===== src/rtl/cseq_pkg.sv =====
package cseq_pkg;
   typedef enum logic [2:0] {
      PH_IDLE = 3'd0,
      PH_ASU  = 3'd1,
      PH_SSU  = 3'd2,
      PH_STB  = 3'd3,
      PH_HLD  = 3'd4
   } cseq_phase_e;

   // strobe slot index, selected by {io, write}
   localparam int STB_MEM_RD = 0;
   localparam int STB_MEM_WR = 1;
   localparam int STB_IO_RD  = 2;
   localparam int STB_IO_WR  = 3;
   localparam int STB_NUM    = 4;
endpackage


===== src/rtl/cseq_timer.sv =====
module cseq_timer #(
   parameter int CNT_W = 6
) (
   input  logic             clk,
   input  logic             rst_n,
   input  logic             load,
   input  logic [CNT_W-1:0] load_val,
   output logic             last
);
   logic [CNT_W-1:0] cnt_q;

   always_ff @(posedge clk) begin
      if (!rst_n) begin
         cnt_q <= '0;
      end else if (load) begin
         // a programmed N lasts N clocks; zero is stretched to one
         cnt_q <= (load_val == '0) ? '0 : load_val - CNT_W'(1);
      end else if (cnt_q != '0) begin
         cnt_q <= cnt_q - CNT_W'(1);
      end
   end

   assign last = (cnt_q == '0);
endmodule


===== src/rtl/cseq_pin_map.sv =====
module cseq_pin_map
   import cseq_pkg::*;
(
   input  cseq_phase_e        phase,
   input  logic               write,
   input  logic               io,
   output logic               ce_n,
   output logic               reg_n,
   output logic [STB_NUM-1:0] stb_n,
   output logic               data_oe
);
   logic       sel_win;
   logic [1:0] kind;

   assign sel_win = (phase == PH_SSU) || (phase == PH_STB);
   assign kind    = {io, write};
   assign ce_n    = !sel_win;
   assign reg_n   = !(sel_win && io);
   assign data_oe = write && ((phase == PH_SSU) || (phase == PH_STB) || (phase == PH_HLD));

   for (genvar k = 0; k < STB_NUM; k++) begin : g_stb
      assign stb_n[k] = !((phase == PH_STB) && (kind == 2'(k)));
   end
endmodule


===== src/rtl/card_strobe_seq.sv =====
module card_strobe_seq
   import cseq_pkg::*;
#(
   parameter int ADDR_W = 26,
   parameter int DATA_W = 16,
   parameter int AS_W   = 4,
   parameter int SS_W   = 4,
   parameter int SL_W   = 6,
   parameter int SH_W   = 4
) (
   input  logic              clk,
   input  logic              rst_n,
   input  logic              req_valid,
   input  logic              req_write,
   input  logic              req_io,
   input  logic [ADDR_W-1:0] req_addr,
   input  logic [DATA_W-1:0] req_wdata,
   input  logic [AS_W-1:0]   cfg_addr_setup,
   input  logic [SS_W-1:0]   cfg_strb_setup,
   input  logic [SL_W-1:0]   cfg_strb_len,
   input  logic [SH_W-1:0]   cfg_strb_hold,
   output logic              busy,
   output logic              done,
   output logic [DATA_W-1:0] rd_data,
   output logic [ADDR_W-1:0] card_addr,
   output logic              card_ce_n,
   output logic              card_reg_n,
   output logic              card_oe_n,
   output logic              card_we_n,
   output logic              card_iord_n,
   output logic              card_iowr_n,
   output logic              card_data_oe,
   output logic [DATA_W-1:0] card_data_out,
   input  logic [DATA_W-1:0] card_data_in
);
   localparam int W_AB  = (AS_W > SS_W) ? AS_W : SS_W;
   localparam int W_CD  = (SL_W > SH_W) ? SL_W : SH_W;
   localparam int CNT_W = (W_AB > W_CD) ? W_AB : W_CD;

   if (ADDR_W < 1 || DATA_W < 1) begin : g_bad_bus
      $error("card_strobe_seq: bus widths must be positive");
   end
   if (AS_W < 1 || SS_W < 1 || SL_W < 1 || SH_W < 1) begin : g_bad_cnt
      $error("card_strobe_seq: phase count widths must be positive");
   end

   cseq_phase_e       ph_q, ph_nxt;
   logic [ADDR_W-1:0] addr_q;
   logic [DATA_W-1:0] wdata_q;
   logic              write_q, io_q;
   logic [SS_W-1:0]   ss_q;
   logic [SL_W-1:0]   sl_q;
   logic [SH_W-1:0]   sh_q;
   logic              done_q;
   logic [DATA_W-1:0] rd_q;
   logic              tmr_load, tmr_last;
   logic [CNT_W-1:0]  ld_val;
   logic              accept;
   logic [STB_NUM-1:0] stb_n;
   logic              data_oe;

   assign accept = (ph_q == PH_IDLE) && req_valid;

   always_comb begin
      tmr_load = 1'b0;
      ld_val   = '0;
      ph_nxt   = ph_q;
      unique case (ph_q)
         PH_IDLE: if (req_valid) begin
            tmr_load = 1'b1;
            ld_val   = CNT_W'(cfg_addr_setup);
            ph_nxt   = PH_ASU;
         end
         PH_ASU: if (tmr_last) begin
            tmr_load = 1'b1;
            ld_val   = CNT_W'(ss_q);
            ph_nxt   = PH_SSU;
         end
         PH_SSU: if (tmr_last) begin
            tmr_load = 1'b1;
            ld_val   = CNT_W'(sl_q);
            ph_nxt   = PH_STB;
         end
         PH_STB: if (tmr_last) begin
            tmr_load = 1'b1;
            ld_val   = CNT_W'(sh_q);
            ph_nxt   = PH_HLD;
         end
         PH_HLD: if (tmr_last) begin
            ph_nxt   = PH_IDLE;
         end
         default: ph_nxt = PH_IDLE;
      endcase
   end

   always_ff @(posedge clk) begin
      if (!rst_n) begin
         ph_q    <= PH_IDLE;
         addr_q  <= '0;
         wdata_q <= '0;
         write_q <= 1'b0;
         io_q    <= 1'b0;
         ss_q    <= '0;
         sl_q    <= '0;
         sh_q    <= '0;
         done_q  <= 1'b0;
         rd_q    <= '0;
      end else begin
         ph_q   <= ph_nxt;
         done_q <= (ph_q == PH_HLD) && tmr_last;
         if (accept) begin
            addr_q  <= req_addr;
            wdata_q <= req_wdata;
            write_q <= req_write;
            io_q    <= req_io;
            ss_q    <= cfg_strb_setup;
            sl_q    <= cfg_strb_len;
            sh_q    <= cfg_strb_hold;
         end
         if ((ph_q == PH_STB) && tmr_last && !write_q) begin
            rd_q <= card_data_in;
         end
      end
   end

   cseq_timer #(.CNT_W(CNT_W)) u_timer (
      .clk      (clk),
      .rst_n    (rst_n),
      .load     (tmr_load),
      .load_val (ld_val),
      .last     (tmr_last)
   );

   cseq_pin_map u_pins (
      .phase   (ph_q),
      .write   (write_q),
      .io      (io_q),
      .ce_n    (card_ce_n),
      .reg_n   (card_reg_n),
      .stb_n   (stb_n),
      .data_oe (data_oe)
   );

   assign busy          = (ph_q != PH_IDLE);
   assign done          = done_q;
   assign rd_data       = rd_q;
   assign card_addr     = busy ? addr_q : '0;
   assign card_oe_n     = stb_n[STB_MEM_RD];
   assign card_we_n     = stb_n[STB_MEM_WR];
   assign card_iord_n   = stb_n[STB_IO_RD];
   assign card_iowr_n   = stb_n[STB_IO_WR];
   assign card_data_oe  = data_oe;
   assign card_data_out = data_oe ? wdata_q : '0;
endmodule


===== config.mk =====
export PLATFORM = sky130hd
export DESIGN_NAME = card_strobe_seq
export DESIGN_NICKNAME = d
export VERILOG_FILES = /design/src/rtl/cseq_pkg.sv /design/src/rtl/cseq_timer.sv /design/src/rtl/cseq_pin_map.sv /design/src/rtl/card_strobe_seq.sv
export SDC_FILE = /design/constraint.sdc
export NUM_CORES = 1
export LEC_CHECK = 0
export ABC_CLOCK_PERIOD_IN_PS = 7900
export BUFFER_PORTS_ARGS = -buffer_cell sky130_fd_sc_hd__buf_2
export CORE_MARGIN = 2
export CORE_UTILIZATION = 52
export DETAILED_ROUTE_END_ITERATION = 10
export PLACE_DENSITY = 0.95
export SLEW_MARGIN = 20
export SYNTH_ARGS = -nofsm -noshare
export SYNTH_HDL_FRONTEND = slang
export SYNTH_SLANG_ARGS = --single-unit

===== constraint.sdc =====
create_clock -name clk -period 7.9 [get_ports clk]
set_input_delay 1.58 -clock clk [delete_from_list [all_inputs] [get_ports clk]]
set_output_delay 1.58 -clock clk [all_outputs]
set_load 0.02 [all_outputs]

Yosys cells after proc, flatten, opt, wreduce, memory -nomap -nowiden
Cells that the tools add are included.
Widths: inputs -> output; s select.

storage, ports and cells
  input port bits = 81
  flip-flop bits (word level) = 84
  word-level logic and storage cells = 72
  output and inout bits = 67

operators by class
  mux-type cells = 19
  reduce and logical (&&, ||, !) cells = 28
  equal/unequal tests = 12
  $add $sub $neg = 2

operators with widths
  operator             count
  $mux 26              1
  $mux 6               4
  $pmux 6 s4           1
  $mux 16              1
  $mux 3               5
  $pmux 3 s5           1
  $logic_not 6->1      2
  $mux 4               3
  $sub 6x1->6 const B  2
  $logic_and 1x1->1    10
  $ne 2x2->1 const B   5
  $logic_not 1->1      7
  $eq 3x2->1 const B   2
  $reduce_bool 6->1    1
  $reduce_and 5->1     1
  $eq 2x2->1 const B   2
  $eq 3x1->1 const B   1
  $eq 3x3->1 const B   1
  $logic_not 3->1      1
  $reduce_bool 3->1    1
  $reduce_or 3->1      1
  $eq 2x1->1 const B   1
  $logic_not 2->1      1
  $logic_or 1x1->1     2
  other kinds (3)      4

Logic depth before layout (Yosys ltp)
  depth after elaboration = 6
  mapped depth = 11

Modules after synthesis
Synthesis repeated with hierarchy kept, for this count alone.

unflattened totals
  cells, all modules = 474
  area total of the unflattened synthesis = 4,037.6 um^2

by module, submodules not included
  module           instances  cells an instance  area an instance (um^2)  seq. area each (um^2)
  card_strobe_seq  1          415                3,490.8                  1,561.5
  cseq_timer       1          50                 470.5                    120.1
  cseq_pin_map     1          9                  76.3                     0.0

Least setup slack after synthesis
Ideal clock, no wire load.

  path type = input port to flip-flop
  from = input port req_valid
  to = register u_timer.cnt_q[5]
  arrival = 3,499 ps
  data required time = 7,809 ps
  slack = 4,310 ps
  stages on the path = 7
  cells stage by stage = nor4b_1 -> buf_2 -> buf_1 -> a22oi_1 -> ha_1 -> or4_1 -> a311oi_1

on the way
  word-level cells in the longest chain between the ends = 5
  elaborated cells between the ends (all ways) = 9
  those cells by class = add/sub: 1; mux: 6; reduce/logical: 2

ends and longest elaborated chain
  item                                                   RTL line               text
  start: declaration                                     card_strobe_seq.sv:13  input logic req_valid,
  $mux 4                                                 card_strobe_seq.sv:69  PH_IDLE: if (req_valid) begin
  $pmux 6 s4                                             card_strobe_seq.sv:68  unique case (ph_q)
  $sub 6x1->6 / $logic_not 6->1 (equally long branches)  cseq_timer.sv:17       cnt_q <= (load_val == '0) ? '0 : load_val - CNT_W'(1);
  $mux 6                                                 cseq_timer.sv:17
  $mux 6                                                 cseq_timer.sv:15       end else if (load) begin
  end signal: assignment                                 cseq_timer.sv:17
  end signal: assignment                                 cseq_timer.sv:19       cnt_q <= cnt_q - CNT_W'(1);
  end: declaration                                       cseq_timer.sv:10       logic [CNT_W-1:0] cnt_q;

Several ways; a longest one is shown, not always the timed one.
A chain may end at the register's enable or synchronous reset.

Worst setup path after layout
  from = register ph_q[1]
  to = output port card_data_out[15]

on the way
  word-level cells in the longest chain between the ends = 5
  elaborated cells between the ends (all ways) = 7
  those cells by class = eq/ne: 3; mux: 1; reduce/logical: 3

ends and longest elaborated chain
  item                      RTL line                text
  start: declaration        card_strobe_seq.sv:47   cseq_phase_e ph_q, ph_nxt;
  start signal: assignment  card_strobe_seq.sv:109  ph_q <= ph_nxt;
  $eq 3x2->1                cseq_pin_map.sv:19      assign data_oe = write && ((phase == PH_SSU) || (phase == PH_STB) || (phase == PH_HLD));
  $logic_or 1x1->1          cseq_pin_map.sv:19
  $logic_or 1x1->1 *        cseq_pin_map.sv:19
  $logic_and 1x1->1 *       cseq_pin_map.sv:19
  $mux 16 *                 card_strobe_seq.sv:153  assign card_data_out = data_oe ? wdata_q : '0;
  end: declaration          card_strobe_seq.sv:33   output logic [DATA_W-1:0] card_data_out,

Every way passes the cells marked *; elsewhere a longest branch is shown, timed or not.

==> impl.org <==
** Pwr
- In this run the power density over the cells is around 270 nW/um2.
- The design draws roughly 1200 uW.
- Maximum resistive drop on vdd :: 0.1307 mV
- Leakage power summed over all cells :: 0.002073 uW

** Synthesis
- Synth Cell Area :: 3706 um2
- Seq cells post-synth :: 84
- Number of nets in the synthesized netlist :: roughly 560
- A synthesized cell averages 7.770 um2.
- The most used flip-flop cell after synthesis is dfxtp_1.
- Number of enable-type register cells in the synthesized netlist :: 0
- Of the synthesized area, sequential elements account for 0.4537.
- YS warnings :: 0
- Synth cell types :: 47
- Proportion of register bits with asynchronous set or reset after synthesis :: 0
- The cell count after synthesis came out at 477.

** GRT
- Via count of the first global-routing pass :: between 3000 and 4000
- Layer with the highest usage after global routing :: met2
- For met2 alone, demand over resource in global routing was 0.4101.
- Overflow left after global routing :: 0
- Gr usage total :: 0.2426
- GR met1 Demand/Resource :: 0.2804
- The first global-routing pass estimated 14720 um of wire.
- Grt met3 use :: 0.08209
- Entering global routing, the biggest net connects 77 pins.
- Antenna violations before repair :: 0

** Final layout
- Final Util :: 0.6866
- Counting the fill cells in the layout gives 584.
- # diodes :: 0
- Share of post-route cells with drive strength above 1 :: 0.2985
- For this run, the post-layout net count is 693.
- Relative to the synthesized area, the layout overhead comes to 26.57%.

** STA
- At the pin with the least slew margin, the transition time is 776.0 ps.
- Headroom to the max-slew limit came out at 0.4827.
- Setup violations remaining at the end of the flow were counted as 0.
- Hold is met by 453.2 ps.
- Setup_tns :: 0 ps
- Minimum clock period :: 3959 ps
- Across the routed clock network, the largest skew measured is around 13 ps.
- Static timing analysis puts the maximum clock frequency at ~250 MHz.
- Final Max Slew Viols :: 0
- Setup repair after global routing left no endpoint under its margin.
- In the finished design, the share of the clock period the worst path needs comes to 0.5011.
- The final-report hold violation count was 0.

** Place
- The count of buffers added on input and output ports is about 150.
- Post-DP HPWL :: 6702 um
- Weighted congestion reported at the end of routability-driven placement :: 0.8082

** Critical path
- In this design, the largest share of critical-path delay is due to flip-flops.
- Count of buffering cells on the critical path with inverters included :: 2
- The worst setup path is captured at a primary output.
- For the worst setup path, the data required time is about 6300 ps.
- CP peak stage delay :: 630 ps
- Crit start category :: register
- Cell with the largest stage delay on the worst path :: dfxtp_1
- Type of the worst setup path :: reg -> out
- Data arrives at the worst endpoint at 2380 ps.
- Crit path max fanout :: 17
- Ordered list of cells on the worst path :: nor2b_1 > inv_2 > a21boi_2 > and2_1 > buf_2

** Run status
- Run status :: completed

** Job
- Max Cap Violations :: 0

** Detailed routing
- Final routed DRC violation total :: 0
- Initial drt markers :: approximately 180
- In the routed layout, each cell is associated on average with a via count of 5.145.
- Antenna-violating nets left :: 0
- Number of optimization iterations in the first detailed-route pass :: 4
- For this block, the routed nets add up to roughly 9500 um of wire.
- After detailed routing, the average wire length per cell comes to roughly 13 um.
- The routed layout has between 3000 and 4000 vias.

** Clock tree
- Register clock-pin slew on the reported worst setup and hold paths :: 90 ps
- Counting every sink on the clock net gives 84.
- Post-CTS timing repair inserted 0 buffers for setup.
- The number of clock buffers added by TritonCTS is 9.
- Skew-Pair Late Insertion Delay :: approximately 350 ps
- Clock buffer depth :: 2
- Buffers inserted to repair hold after CTS numbered 0.
- The H-tree was split into 3 levels.
- Clock tree synthesis selected as its root buffer the cell clkbuf_8.
- Gates resized during post-CTS repair numbered 0.
- CTS tree :: built

** Min path
- Type of the worst min-delay path :: reg -> reg

** Die
- In this run the horizontal extent of the chip is roughly 88 um.
- Y dimension of the die :: ~90 um
- Total core area :: 6832 um2
- For this design the top-level I/O count stands at about 150.
- The initial utilization of the core area, before any placement, comes to 0.5425.
- Number of cell rows :: 30
- The die covers slightly below 8000 um2.
[cells in the final DEF, fill, tap and decap left out, types with 2 or more instances in the layout]
cell type and instances:
nand2_1 160, clkinvlp_4 3, nor2_1 9, inv_6 2
nand3_1 4, a22o_1 4, o21ai_1 2, o21ai_0 4
buf_2 147, xnor2_1 3, nand2b_1 3, a22oi_1 4
clkbuf_8 9, dfxtp_1 84, inv_2 2, a21oi_1 74
nor3_2 2, and2_1 17, inv_1 3, o22a_1 2
ha_1 4, nor2b_1 29, a311oi_1 2, nor3_1 5
mux2_4 3, buf_4 2, xor2_1 4
[state kept, by name (all words and copies together) (netlist names)]
signal,cells
addr_q,26
io_q,1
sh_q,4
u_timer.cnt_q,6
write_q,1
wdata_q,16
ph_q,3
sl_q,6
rd_data,16
ss_q,4
done,1
[layout make-up]
type | count | area, um2 | share of cell area
tap | 96 | 120.1 | 0.02561
multi-input combinational | 358 | 1906 | 0.4062
clock buffer | 9 | 123.9 | 0.02641
inverter | 5 | 18.77 | 0.004001
sequential | 84 | 1682 | 0.3585
timing repair buffer | 150 | 765.7 | 0.1632
clock inverter | 7 | 75.07 | 0.01600
[worst register-to-register path, stage by stage (launching register included)]
cell,delay (ps)
dfxtp_1,530
nor4b_2,330
buf_4,580
a22oi_1,230
ha_1,260
or4_1,520
a311oi_1,300
[final timing paths]
path,slack (ps),depth (start not counted),end,start
max,3940,5,card_data_out[15],ph_q[1]
min,450,2,addr_q[0],addr_q[0]
max reg2reg,5040,6,u_timer.cnt_q[5],ph_q[0]
min reg2reg,450,2,addr_q[0],addr_q[0]
[power breakdown]
group | internal (uW) | leakage, uW | switching (uW)
Combinational | 159 | 0.00129 | 251
Sequential | 479 | 0.000687 | 46.3
Clock | 148 | 0.0000923 | 162
[through the flow]
step                setup WS [ps]  area, um2  cells
finish                       3941       4691    709
global route                 3669       4691    709
CTS                          3643       4667    708
detailed placement           4002       4468    692
global placement             4141       4468    692
floorplan                    4310       3706    477
[cell usage after synthesis (2+ instances only)]
cell type,instances,share of area
a21oi_1,74,0.10
a22o_1,4,0.0095
a22oi_1,4,0.0081
a311oi_1,2,0.0047
and2_1,17,0.029
buf_1,6,0.0061
buf_2,3,0.0041
clkbuf_1,20,0.020
dfxtp_1,84,0.45
ha_1,4,0.014
inv_1,4,0.0041
mux2_4,3,0.012
nand2_1,161,0.16
nand2b_1,3,0.0051
nand3_1,4,0.0054
nor2_1,9,0.0091
nor2b_1,29,0.049
nor3_1,5,0.0068
nor3_2,3,0.0081
o21ai_0,4,0.0054
o21ai_1,2,0.0027
o22a_1,2,0.0047
xnor2_1,3,0.0071
xor2_1,4,0.0095
[per-layer routing]
layer,wire length [um],share of wire,vias up
met2,4641,0.49,147
li1,-,-,1837
met3,809,0.085,18
met1,3810,0.40,1646
met5,0,0,-
met4,217,0.023,0
[logic make-up (layout without fill, tap and decap cells)]
family,count (synthesis),after routing,share of synthesized area
adder cells (fa/ha/maj),4,4,0.01350
flip-flops,84,84,0.4537
multiplexers,4,4,0.01519
AND/OR/NAND/NOR,239,239,0.2927
AO/OA/AOI/OAI,104,104,0.1698
buffers and inverters,35,171,0.03848
XOR/XNOR,7,7,0.01654
Power figures use the tool's default switching activity.
